## config.mk

```make
export PLATFORM = sky130hd
export DESIGN_NAME = moesi_line_ctrl
export DESIGN_NICKNAME = d
export VERILOG_FILES = /design/src/rtl/moesi_pkg.sv /design/src/rtl/moesi_local_fsm.sv /design/src/rtl/moesi_snoop_fsm.sv /design/src/rtl/moesi_line_store.sv /design/src/rtl/moesi_line_ctrl.sv
export SDC_FILE = /design/constraint.sdc
export NUM_CORES = 1
export LEC_CHECK = 0
export BUFFER_PORTS_ARGS = -buffer_cell sky130_fd_sc_hd__buf_2
export CAP_MARGIN = 20
export CORE_MARGIN = 2
export CORE_UTILIZATION = 35
export DETAILED_ROUTE_END_ITERATION = 8
export GPL_TIMING_DRIVEN = 1
export HOLD_SLACK_MARGIN = 0.1
export PLACE_DENSITY = 0.64
export RECOVER_POWER = 100
export SETUP_SLACK_MARGIN = 0.2
export SLEW_MARGIN = 20
export SYNTH_ARGS = -nofsm -noshare
export SYNTH_HDL_FRONTEND = slang
export SYNTH_SLANG_ARGS = --single-unit
```

## constraint.sdc

```tcl
create_clock -name clk -period 5.41 [get_ports clk]
set_clock_uncertainty 0.2 [all_clocks]
set_input_delay 0.541 -clock clk [delete_from_list [all_inputs] [get_ports clk]]
set_output_delay 0.541 -clock clk [all_outputs]
set_load 0.05 [all_outputs]
```

## src/rtl/moesi_pkg.sv

```systemverilog
package moesi_pkg;

   // Line state as three attribute bits.
   typedef struct packed {
      logic own;
      logic excl;
      logic vld;
   } lstate_t;

   localparam lstate_t LS_I = 3'b000;
   localparam lstate_t LS_S = 3'b001;
   localparam lstate_t LS_E = 3'b011;
   localparam lstate_t LS_O = 3'b101;
   localparam lstate_t LS_M = 3'b111;

   typedef enum logic [1:0] {CPU_NOP, CPU_RD, CPU_WR, CPU_EVICT} cpu_op_e;
   typedef enum logic [1:0] {SNP_NOP, SNP_RD, SNP_RFO, SNP_INV} snp_op_e;
   typedef enum logic [2:0] {BUS_NONE, BUS_RD, BUS_RFO, BUS_INV, BUS_WB} bus_cmd_e;

endpackage

```

## src/rtl/moesi_local_fsm.sv

```systemverilog
module moesi_local_fsm
   import moesi_pkg::*;
(
   input  lstate_t  cur_st,
   input  cpu_op_e  op,
   input  logic     shared_in,
   output lstate_t  nxt_st,
   output logic     upd,
   output bus_cmd_e cmd
);

   always_comb begin
      nxt_st = cur_st;
      upd    = 1'b0;
      cmd    = BUS_NONE;
      unique case (op)
         CPU_RD: begin
            if (!cur_st.vld) begin
               cmd    = BUS_RD;
               upd    = 1'b1;
               nxt_st = shared_in ? LS_S : LS_E;
            end
         end
         CPU_WR: begin
            upd    = 1'b1;
            nxt_st = LS_M;
            if (!cur_st.vld)
               cmd = BUS_RFO;
            else if (!cur_st.excl)
               cmd = BUS_INV;
         end
         CPU_EVICT: begin
            upd    = cur_st.vld;
            nxt_st = LS_I;
            if (cur_st.own)
               cmd = BUS_WB;
         end
         default: ;
      endcase
   end

endmodule

```

## src/rtl/moesi_snoop_fsm.sv

```systemverilog
module moesi_snoop_fsm
   import moesi_pkg::*;
(
   input  lstate_t cur_st,
   input  snp_op_e op,
   output lstate_t nxt_st,
   output logic    upd,
   output logic    supply,
   output logic    shared_out
);

   always_comb begin
      nxt_st     = cur_st;
      upd        = 1'b0;
      supply     = 1'b0;
      shared_out = 1'b0;
      unique case (op)
         SNP_RD: begin
            shared_out = cur_st.vld;
            supply     = cur_st.own;
            upd        = cur_st.vld;
            // Exclusiveness is lost, ownership is kept.
            nxt_st     = '{own: cur_st.own, excl: 1'b0, vld: cur_st.vld};
         end
         SNP_RFO: begin
            supply = cur_st.own;
            upd    = cur_st.vld;
            nxt_st = LS_I;
         end
         SNP_INV: begin
            upd    = cur_st.vld;
            nxt_st = LS_I;
         end
         default: ;
      endcase
   end

endmodule

```

## src/rtl/moesi_line_store.sv

```systemverilog
module moesi_line_store
   import moesi_pkg::*;
#(
   parameter int IDX_W = 2
) (
   input  logic             clk,
   input  logic             rst_n,
   input  logic             loc_we,
   input  logic [IDX_W-1:0] loc_idx,
   input  lstate_t          loc_st,
   input  logic             snp_we,
   input  logic [IDX_W-1:0] snp_idx,
   input  lstate_t          snp_st,
   input  logic [IDX_W-1:0] rda_idx,
   output lstate_t          rda_st,
   input  logic [IDX_W-1:0] rdb_idx,
   output lstate_t          rdb_st
);

   localparam int LINES = 1 << IDX_W;

   lstate_t line_v [LINES];

   for (genvar g = 0; g < LINES; g++) begin : g_line
      lstate_t st_q;
      // A snoop to the same line wins over the local update.
      always_ff @(posedge clk or negedge rst_n) begin
         if (!rst_n)
            st_q <= LS_I;
         else if (snp_we && (snp_idx == IDX_W'(g)))
            st_q <= snp_st;
         else if (loc_we && (loc_idx == IDX_W'(g)))
            st_q <= loc_st;
      end
      assign line_v[g] = st_q;
   end

   assign rda_st = line_v[rda_idx];
   assign rdb_st = line_v[rdb_idx];

endmodule

```

## src/rtl/moesi_line_ctrl.sv

```systemverilog
module moesi_line_ctrl
   import moesi_pkg::*;
#(
   parameter int IDX_W = 2
) (
   input  logic             clk,
   input  logic             rst_n,
   input  logic [1:0]       cpu_op,
   input  logic [IDX_W-1:0] cpu_idx,
   input  logic [1:0]       snp_op,
   input  logic [IDX_W-1:0] snp_idx,
   input  logic             shared_in,
   output logic [2:0]       bus_cmd,
   output logic             snp_shared,
   output logic             snp_supply,
   output logic [2:0]       lk_state
);

   initial begin : chk_params
      assert (IDX_W >= 1 && IDX_W <= 10)
         else $error("moesi_line_ctrl: IDX_W must be 1..10");
   end

   lstate_t  loc_cur, loc_nxt, snp_cur, snp_nxt;
   logic     loc_upd, snp_upd;
   bus_cmd_e loc_cmd;

   moesi_line_store #(.IDX_W(IDX_W)) u_store (
      .clk     (clk),
      .rst_n   (rst_n),
      .loc_we  (loc_upd),
      .loc_idx (cpu_idx),
      .loc_st  (loc_nxt),
      .snp_we  (snp_upd),
      .snp_idx (snp_idx),
      .snp_st  (snp_nxt),
      .rda_idx (cpu_idx),
      .rda_st  (loc_cur),
      .rdb_idx (snp_idx),
      .rdb_st  (snp_cur)
   );

   moesi_local_fsm u_local (
      .cur_st    (loc_cur),
      .op        (cpu_op_e'(cpu_op)),
      .shared_in (shared_in),
      .nxt_st    (loc_nxt),
      .upd       (loc_upd),
      .cmd       (loc_cmd)
   );

   moesi_snoop_fsm u_snoop (
      .cur_st     (snp_cur),
      .op         (snp_op_e'(snp_op)),
      .nxt_st     (snp_nxt),
      .upd        (snp_upd),
      .supply     (snp_supply),
      .shared_out (snp_shared)
   );

   assign bus_cmd  = loc_cmd;
   assign lk_state = loc_cur;

endmodule

```

; Word level (Yosys, flattened, before mapping)
; Cells that the tools add are included.
[totals]
regBits = 12
latch_bits = 0
ramBits = 0
romBits = 0
inputBits = 11
output_inout_bits = 8
elab_cells = 73
memories = 0
[classes]
add_sub_neg = 0
multipliers = 0
n_div = 0
n_lt_le_gt_ge = 2
eq_ne = 12
n_shift = 0
muxes = 28
n_bitwise = 2
reduce_logical = 17
[ops]
columns = cell, count
row1 = 2-to-1 mux 3 bit, 15
row2 = case mux 3 bit (3 select lines), 2
row3 = == test 2 bit (second input constant), 8
row4 = binary-select mux 3 bit (select 2 bit), 2
row5 = == test 2 x 1 -> 1 bit (second input constant), 4
row6 = logical AND 1 bit, 8
row7 = nonzero test 2 bit, 4
row8 = greater-or-equal comparator 3 bit (second input constant), 2
row9 = NOT 2 -> 3 bit, 2
row10 = case mux 3 bit (2 select lines), 1
row11 = 2-to-1 mux 1 bit, 5
row12 = zero test 2 bit, 2
row13 = 2-to-1 mux 2 bit, 2
row14 = OR reduction 2 bit, 2
row15 = case mux 1 bit (3 select lines), 1
row16 = OR reduction 3 bit, 1

; Logic depth before layout (Yosys ltp)
[logic_depth]
word_depth = 9
mapped_depth = 8
depth_no_buf = 6

; Cells and area by module
; Synthesis repeated with hierarchy kept, for this count alone.
[hier_totals]
hier_cells = 97
hier_area_um2 = 970.9
[by_module_without_submodules]
columns = mod, n_inst, cells_each, area_each_um2, seq_area_each_um2
row1 = moesi_line_store, 1, 63, 725.7, 300.3
row2 = moesi_local_fsm, 1, 23, 160.2, 0.0
row3 = moesi_snoop_fsm, 1, 11, 85.1, 0.0

; Least setup slack after synthesis
; No wires, ideal clock.
[synth_timing]
path_kind = input to output
start = input port cpu_idx[0]
end = output port bus_cmd[1]
t_arrival_ns = 2.598
required_ns = 4.669
slack_ns = 2.071
stages = 3
n_path_buf = 1
path_cell_list = mux4_2 -> buf_2 -> a211oi_1
[synth_between]
elab_cells_between_ends = 7
cone_classes = 6 x mux / 1 x bitwise
[synth_rtl]
columns = element, line_no
row1 = "start, declared", moesi_line_ctrl.sv:9  ; input logic [IDX_W-1:0] cpu_idx,
row2 = NOT 2 -> 3 bit (implied by the code), moesi_line_store.sv:38  ; assign rda_st = line_v[rda_idx];
row3 = binary-select mux 3 bit (select 2 bit), moesi_line_store.sv:38
row4 = 2-to-1 mux 3 bit (implied by the code) (2 in series), moesi_line_store.sv:38
row5 = net lk_state[0], moesi_line_ctrl.sv:16  ; output logic [2:0] lk_state
row6 = 2-to-1 mux 3 bit, moesi_local_fsm.sv:27  ; if (!cur_st.vld)
row7 = case mux 3 bit (3 select lines), moesi_local_fsm.sv:16  ; unique case (op)
row8 = "end, declared", moesi_line_ctrl.sv:13  ; output logic [2:0] bus_cmd,
; The timed path passes the listed nets, and every way through them passes these cells. The select of a mux whose other input is x is not followed.

; Worst setup path after layout
[layout_timing]
start = input port cpu_idx[0]
end = output port bus_cmd[0]
[layout_between]
elab_chain_len = 7
elab_cells_between_ends = 8
cone_classes = 7 x mux / 1 x bitwise
[layout_rtl]
columns = element, line_no
row1 = NOT 2 -> 3 bit (implied by the code) (*), moesi_line_store.sv:38
row2 = binary-select mux 3 bit (select 2 bit) (*), moesi_line_store.sv:38
row3 = 2-to-1 mux 3 bit (implied by the code) (*) (2 in series), moesi_line_store.sv:38
row4 = 2-to-1 mux 2 bit, moesi_local_fsm.sv:29  ; else if (!cur_st.excl)
row5 = 2-to-1 mux 3 bit, moesi_local_fsm.sv:27
row6 = case mux 3 bit (3 select lines) (*), moesi_local_fsm.sv:16
; Mark *: on every way between the ends. The rest lies on a longest branch, timed or not. The select of a mux whose other input is x is not followed.

==> results.md <==
* EDFF count, synth at 0
* Part of the cycle the worst path needs at 58.7%
* Postcts setup bufs at 0
* Global-route usage over all layers at 16.5%
* Router iterations before antenna repair at 4
* GRT overflow at 0
* Synth Net Count at 128
* Hold path startpoint: u_store.g_line[1].st_q[1]$_DFFE_PN0P_
* CP Max Fanout at 14
* Internal power at 0.286 mW
* Crit Path Class: in -> out
* Finished Layout Cells at 160
* Maximum vdd ir drop at 0.207 mV
* HPWL Detailed at 2070 µm
* Number of synthesis warnings at 0
* Initial Util at 35.9%
* PortBufs at 18
* Area of placed instances at 1150 µm²
* Async set or reset register ratio after synthesis at 100%
* Setup tns final at 0 ps
* Biggest register: u_store.g_line.st_q
* Type of the most critical hold path: reg -> reg
* Switch share at 48.5%
* Vias per inst at 6.29
* Row cnt at 20
* Core area at 2980 µm²
* Initial antenna violation count at 0
* Final Hold Vio Count at 0
* Remaining antenna violation count at 0
* Skew-Pair Late Insertion Delay at 280 ps
* Static leakage at 0.483 nW
* Max-cap violations at 0
* Crit end category: primary output
* RSZ-0062 raised after global routing: no
* CTS root buf: clkbuf_4
* Reg-to-reg startpoint: u_store.g_line[3].st_q[0]$_DFFE_PN0P_
* Reg clk slew, reported paths at 80 ps
* Synth Instances at 111
* Most frequent cells in the layout: 12 x a31oi_1, 12 x dfrtp_1, 10 x clkbuf_1
* Pre-CTS setup slack at 2610 ps
* Comb pwr share at 53.8%
* Vert. Die Dim at 59.3 µm
* Final min period at 3180 ps
* Die W at 59.3 µm
* Area grow syn2layout at 11.0%
* Critical path arrival at 2440 ps
* Max-slew headroom at 22.9%
* Routed length per instance at 16.7 µm
* NetSw at 0.270 mW
* Average size of a mapped cell at 9.64 µm²
* WL final at 2670 µm
* Ys flop type: dfrtp_1
* Critical Path RT at 4670 ps
* Status: finished clean
* Register bit total from synthesis at 12
* Max Freq at 0.315 GHz
* Worst setup path startpoint: cpu_idx[0]
* Startpoint Class: input port
* CTS resizes at 0
* # DRC at 0
* Post-synthesis instance area at 1070 µm²
* PnR worst setup slack at 2230 ps
* PwrDens at 468 nW/µm²
* Max-slew violation count at 0
* Final GP Congestion at 0.801
* CTS tree: built
* Sequential-to-total area share from yosys stat at 28.1%
* Cts hold-fix bufs at 1
* Flip-flop count of the largest register after layout at 12
* Clock power frac at 13.5%
* Synth unique cells at 31
* Total number of vias at 1007
* Antenna Cells at 0
* Finished layout cell area at 1190 µm²
* CTS Buf Count at 3
* Synth area leaders: dfrtp_1 28%, mux4_2 11%, a31oi_1 7.0%
* First-pass GRT wire length at 4340 µm
* Worst reg2reg setup slack at 3060 ps
* Die area at 3510 µm²
* Top flop regs: u_store.g_line.st_q x12
* Setup violators final at 0
* Largest net degree at the start of global routing at 17
* Nets at 145
* Seq pwr share at 32.8%
* Placed cells at 155
* Worst slew pin tran at 1120 ps
* Final Power at 0.556 mW
* Share of the synthesized area in the top cell type at 28.1%
* Max clock buf depth at 2
* Clock Sinks at 12
* Yosys top cell by area: dfrtp_1
* Detailed Route Iter0 Violations at 31
* Layout cells sized above 1 at 16.5%
* Top-level I/O count at 19
* Vias in the first global route at 912
* CTS H-tree lvls at 1
==> metrics by stage <==
step / hold WS, ps / util (%)
6_report: 416 / 39.9
5_1_grt: 453 / 39.9
3_5_place_dp: 234 / 38.6
4_1_cts: 427 / 40.2
3_3_place_gp: 231 / 38.6
2_1_floorplan: 45.4 / -
==> cell usage after synthesis (all sizes together), types with 3 or more instances <==
cell type	n
a211oi	5
a21oi	5
a221oi	5
a31oi	12
and2	3
and3	4
buf	6
dfrtp	12
ha	6
inv	6
mux2i	4
mux4	5
nand2	6
nor2	5
nor3	5
nor3b	4
o211ai	4
o31ai	4
==> final timing paths <==
| path | end | depth (start not counted) |
|---|---|---|
| max | bus_cmd[0] | 5 |
| min | u_store.g_line[1].st_q[1]$_DFFE_PN0P_ | 2 |
| max reg2reg | u_store.g_line[2].st_q[2]$_DFFE_PN0P_ | 4 |
| min reg2reg | u_store.g_line[1].st_q[1]$_DFFE_PN0P_ | 2 |
| max in group asynchronous | u_store.g_line[1].st_q[0]$_DFFE_PN0P_ | 2 |
| min in group asynchronous | u_store.g_line[0].st_q[1]$_DFFE_PN0P_ | 2 |
==> critical path, stage by stage <==
cell and delay (ps):
clkbuf_1 370, mux4_2 720, nand2b_1 190, a21oi_1 130, clkbuf_1 480
==> logic make-up after synthesis <==
logic type / count (synthesis) / synth area share, %
and+or+nand+nor: 34 / 18.9
buffers and inverters: 13 / 6.90
AOI/OAI and AO/OA: 37 / 24.8
adders and majority gates: 6 / 7.02
muxes: 9 / 14.3
DFF: 12 / 28.1
==> power groups by stage <==
stage	sequential, mW	clock [mW]	combinational [mW]
floorplan	0.162	0	0.256
global placement	0.179	0	0.294
detailed placement	0.182	0	0.300
CTS	0.180	0.0751	0.302
global route	0.186	0.0793	0.322
finish	0.182	0.0749	0.299
==> metal layers <==
metal | share of wire [%] | GRT usage (%) | vias to the layer above
met5 | 0 | 0 | -
met4 | 0 | 0.649 | 0
met2 | 53 | 28.3 | 20
met1 | 44 | 21.9 | 519
met3 | 2.8 | 4.59 | 0
li1 | - | - | 468
==> final cells by class <==
cell class / instances / area [µm²]
multi-input cells: 86 / 699
flip-flops and latches: 12 / 300
repair buffers: 19 / 87.6
fillers: 311 / 1790
well taps: 33 / 41.3
inverters: 6 / 22.5
clock buffers: 4 / 36.3
(Power assumes the default switching activity.)
